File: src/rtl/irq_agg_pkg.sv
package irq_agg_pkg;
  localparam int DEF_MODS  = 5;
  localparam int DEF_REQS  = 2;
  localparam int DEF_SYNC  = 2;

  typedef struct packed {
    logic ien;
    logic evt;
    logic clr;
  } tmo_ctrl_t;
endpackage

File: src/rtl/irq_sync.sv
module irq_sync #(
  parameter int   WIDTH   = 10,
  parameter int   STAGES  = 2,
  parameter logic IDLE    = 1'b1
) (
  input  logic             clk,
  input  logic             rst,
  input  logic [WIDTH-1:0] din,
  output logic [WIDTH-1:0] dout
);
  logic [WIDTH-1:0] stg [STAGES];

  always_ff @(posedge clk) begin
    if (rst) begin
      for (int i = 0; i < STAGES; i++) stg[i] <= {WIDTH{IDLE}};
    end else begin
      stg[0] <= din;
      for (int i = 1; i < STAGES; i++) stg[i] <= stg[i-1];
    end
  end

  assign dout = stg[STAGES-1];
endmodule

File: src/rtl/irq_mod_pend.sv
module irq_mod_pend #(
  parameter int NUM_MODS    = 5,
  parameter int REQ_PER_MOD = 2,
  localparam int NREQ       = NUM_MODS * REQ_PER_MOD
) (
  input  logic                clk,
  input  logic                rst,
  input  logic [NREQ-1:0]     req,
  input  logic [NUM_MODS-1:0] mod_ien,
  output logic [NREQ-1:0]     pend
);
  for (genvar m = 0; m < NUM_MODS; m++) begin : g_mod
    always_ff @(posedge clk) begin
      if (rst) pend[m*REQ_PER_MOD +: REQ_PER_MOD] <= '0;
      else     pend[m*REQ_PER_MOD +: REQ_PER_MOD] <=
                 req[m*REQ_PER_MOD +: REQ_PER_MOD] & {REQ_PER_MOD{mod_ien[m]}};
    end
  end
endmodule

File: src/rtl/irq_tmo_pend.sv
module irq_tmo_pend
  import irq_agg_pkg::*;
(
  input  logic      clk,
  input  logic      rst,
  input  tmo_ctrl_t ctl,
  output logic      pend
);
  logic set_now;
  assign set_now = ctl.evt & ctl.ien;

  always_ff @(posedge clk) begin
    if (rst)          pend <= 1'b0;
    else if (set_now) pend <= 1'b1;
    else if (ctl.clr) pend <= 1'b0;
  end
endmodule

File: src/rtl/irq_out_stage.sv
module irq_out_stage #(
  parameter int NREQ = 10
) (
  input  logic            clk,
  input  logic            rst,
  input  logic [NREQ-1:0] pend_mod,
  input  logic            pend_tmo,
  input  logic            carrier_ien,
  output logic            pend_any,
  output logic            host_irq
);
  logic any_src;
  assign any_src = (|pend_mod) | pend_tmo;

  always_ff @(posedge clk) begin
    if (rst) begin
      pend_any <= 1'b0;
      host_irq <= 1'b0;
    end else begin
      pend_any <= any_src;
      host_irq <= any_src & carrier_ien;
    end
  end
endmodule

File: src/rtl/carrier_irq_agg.sv
module carrier_irq_agg
  import irq_agg_pkg::*;
#(
  parameter int NUM_MODS    = DEF_MODS,
  parameter int REQ_PER_MOD = DEF_REQS,
  parameter int SYNC_STAGES = DEF_SYNC,
  localparam int NREQ       = NUM_MODS * REQ_PER_MOD
) (
  input  logic                clk,
  input  logic                rst,
  input  logic [NREQ-1:0]     mod_req_n,
  input  logic [NUM_MODS-1:0] mod_ien,
  input  logic                carrier_ien,
  input  logic                tmo_ien,
  input  logic                tmo_event,
  input  logic                tmo_clr,
  output logic [NREQ-1:0]     pend_mod,
  output logic                pend_tmo,
  output logic                pend_any,
  output logic                host_irq
);
  logic [NREQ-1:0] req_n_sync;
  logic [NREQ-1:0] req_act;
  tmo_ctrl_t       tctl;

  irq_sync #(.WIDTH(NREQ), .STAGES(SYNC_STAGES), .IDLE(1'b1)) u_sync (
    .clk(clk), .rst(rst), .din(mod_req_n), .dout(req_n_sync)
  );

  assign req_act = ~req_n_sync;

  irq_mod_pend #(.NUM_MODS(NUM_MODS), .REQ_PER_MOD(REQ_PER_MOD)) u_mpend (
    .clk(clk), .rst(rst), .req(req_act), .mod_ien(mod_ien), .pend(pend_mod)
  );

  assign tctl = '{ien: tmo_ien, evt: tmo_event, clr: tmo_clr};

  irq_tmo_pend u_tpend (
    .clk(clk), .rst(rst), .ctl(tctl), .pend(pend_tmo)
  );

  irq_out_stage #(.NREQ(NREQ)) u_out (
    .clk(clk), .rst(rst), .pend_mod(pend_mod), .pend_tmo(pend_tmo),
    .carrier_ien(carrier_ien), .pend_any(pend_any), .host_irq(host_irq)
  );
endmodule

File: config.mk
export PLATFORM = sky130hd
export DESIGN_NAME = carrier_irq_agg
export DESIGN_NICKNAME = d
export VERILOG_FILES = /design/src/rtl/irq_agg_pkg.sv /design/src/rtl/irq_sync.sv /design/src/rtl/irq_mod_pend.sv /design/src/rtl/irq_tmo_pend.sv /design/src/rtl/irq_out_stage.sv /design/src/rtl/carrier_irq_agg.sv
export SDC_FILE = /design/constraint.sdc
export NUM_CORES = 1
export LEC_CHECK = 0
export CORE_UTILIZATION = 41
export DETAILED_ROUTE_END_ITERATION = 10
export PLACE_DENSITY = 0.75
export SKIP_CTS_REPAIR_TIMING = 1
export SYNTH_ARGS = -nofsm -noshare
export SYNTH_HDL_FRONTEND = slang
export SYNTH_SLANG_ARGS = --single-unit
File: constraint.sdc
create_clock -name clk -period 1.05 [get_ports clk]
set_input_delay 0.21 -clock clk [delete_from_list [all_inputs] [get_ports clk]]
set_output_delay 0.21 -clock clk [all_outputs]
set_load 0.05 [all_outputs]
==> flow_summary.ini <==
[status]
outcome = finished with violations
violations = setup timing

[timing]
clock.fmax_ghz = 0.949
skew_ps = 2.81
relSlewSlack_pct = 78.5
whs_ps = 380
period_needed_ps = 1050
setup_tns_ps = -3.49
fin_ws_ps = -3.49
hold_viol = 0
grt_setup_unrepaired = true
worst_slew_pin_slew_ps = 320
setup_viol = 1
post-route-period-util_pct = 100
finalMaxSlewViolations = 0

[place]
dpl_cell_area_um2 = 1440
dpl.hpwl_um = 1260
io_buffers = 33
gp_congestion = 0.777

[clock_network]
path_clk_slew_ps = 90
insertion_delay_ps = 320
numClockSinks = 33
numCtsBuffers = 5
clk_path_buf_depth = 2
cts_root_buffer = clkbuf_4
cts_tree = yes
htree_levels = 2

[hold_path]
hold_depth = 1
worstHoldEndpoint = u_mpend.pend[1]
worstHoldPathType = flop to flop
min_from = u_sync.stg[0][11]

[layout]
final_nets = 141
layout_common_cells = clkdlybuf4s50_1 (20), dfxtp_1 (20), or2_1 (16), buf_12 (13), nor2_1 (10)
drive_gt1_share_pct = 35.5
antennaDiodeCount = 0
area_delta_synth_final_pct = 66.1
final_area_um2 = 1530

[floorplan]
die_width_um = 49.4
coreArea_um2 = 2040
ios = 34
die-area_um2 = 2440
die_h_um = 49.4
initial_utilization_pct = 45.2
num_rows = 16

[worst_setup_path]
r2r_cells = 2
r2r_slack_ps = 60
worstPathMaxFanout = 3
critPathKind = flop to output port
r2r_end = u_out.host_irq
crit_required_ps = 840
crit_buf_inv = 1
cp-start-kind = flop
cp-end-kind = output port
crit_arrival_ps = 840
critPathMaxStageDelay_ps = 380
r2r-start = u_mpend.pend[3]
cpLargestDelayFamily = flip-flops
cpMaxStageDelayCell = dfxtp_4
path_cells = buf_12

[global_routing]
grtUsageTotal_pct = 16.8
grt_pass1_vias = 691
grt_max_degree = 19
grt_pass1_wl_um = 2930
antenna_found_initial = 0
grt_overflow = 0

[power]
leakagePower_uw = 0.000597
ir_drop_uv = 1010
p_per_area_nw_per_um2 = 1530

[routing]
first_pass_iters = 4
postRouteAntennaNets = 0
wl_per_cell_um = 11.5
drc = 0
via_count = 644
via_per_inst = 4.35
wl_um = 1710
drtIter0Drc = 2

[synth]
yosys_warnings = 0
syn_inst = 79
synth.area.top_cells = dfxtp_1 (72%), or2_1 (11%), nand2b_1 (4.1%)
synth_largest_area_cell = dfxtp_1
ys_seq_area_share_pct = 71.6
syn_area_per_cell_um2 = 11.7
syn-num-nets = 100
synth.distinct_cells = 14
yosysTopAreaCellShare_pct = 71.6
synth_seq_cells = 33
synth_area_um2 = 922

[job]
max_cap_viol_count = 0
## worst max-delay path by stage
stage | startpoint | end | slack, ps | depth (start not counted)
final | u_tpend.pend | pend_tmo | -3 | 1
after global routing | u_mpend.pend[9] | pend_mod[9] | -50 | 1
after CTS | u_mpend.pend[1] | pend_mod[1] | -90 | 1
after detailed placement | rst | u_sync.stg[0][13] | -170 | 3
after global placement | rst | u_sync.stg[0][15] | -150 | 3
after floorplan | u_mpend.pend[4] | u_out.host_irq | 4 | 2
## synthesized netlist by cell type
cell and number:
nor4_1 2, inv_1 1, nand2b_1 6, nor3_1 1, or2_2 4, a21oi_1 1
nor2_1 10, a311oi_1 1, a31oi_1 1, nand2_1 1, buf_6 1, dfxtp_1 33
buf_2 1, or2_1 16
## power by group
group	internal (µW)	switching (µW)
logic	154	97.3
registers	1300	23.3
clock network	388	393
## flip-flops by register name, indices dropped and copies added, names as in the netlist
register,count
u_mpend.pend,10
u_out.host_irq,1
u_out.pend_any,1
u_sync.stg,20
u_tpend.pend,1
## logic make-up after synthesis
group | count (synthesis) | synth area share (%)
compound gates | 3 | 2.17
buf+inv | 3 | 2.17
flops | 33 | 71.6
simple gates | 40 | 24.0
## stage by stage
step / instances / setup slack (ps) / util, % / power, µW
floorplan: 79 / 4.01 / - / 1450
global placement: 139 / -147 / 70.3 / 1600
detailed placement: 139 / -166 / 70.3 / 1610
CTS: 147 / -90.1 / 73.7 / 2380
global route: 148 / -47.7 / 75.0 / 2470
finish: 148 / -3.49 / 75.0 / 2350
## layer usage
layer | vias up | track usage (%) | wire length [µm]
met4 | 0 | 11.4 | 29
met1 | 278 | 15.7 | 659
met3 | 3 | 7.48 | 166
met5 | - | 0 | 0
met2 | 31 | 29.2 | 852
li1 | 332 | - | -
## final cells by class
cell class	count	area, µm²
sequential	33	687
timing repair buffer	36	483
multi-input combinational	43	254
inverter	1	3.75
clock buffer	7	65.1
clock inverter	1	5.00
fill	139	510
tap	27	33.8
(Power assumes the default switching activity.)
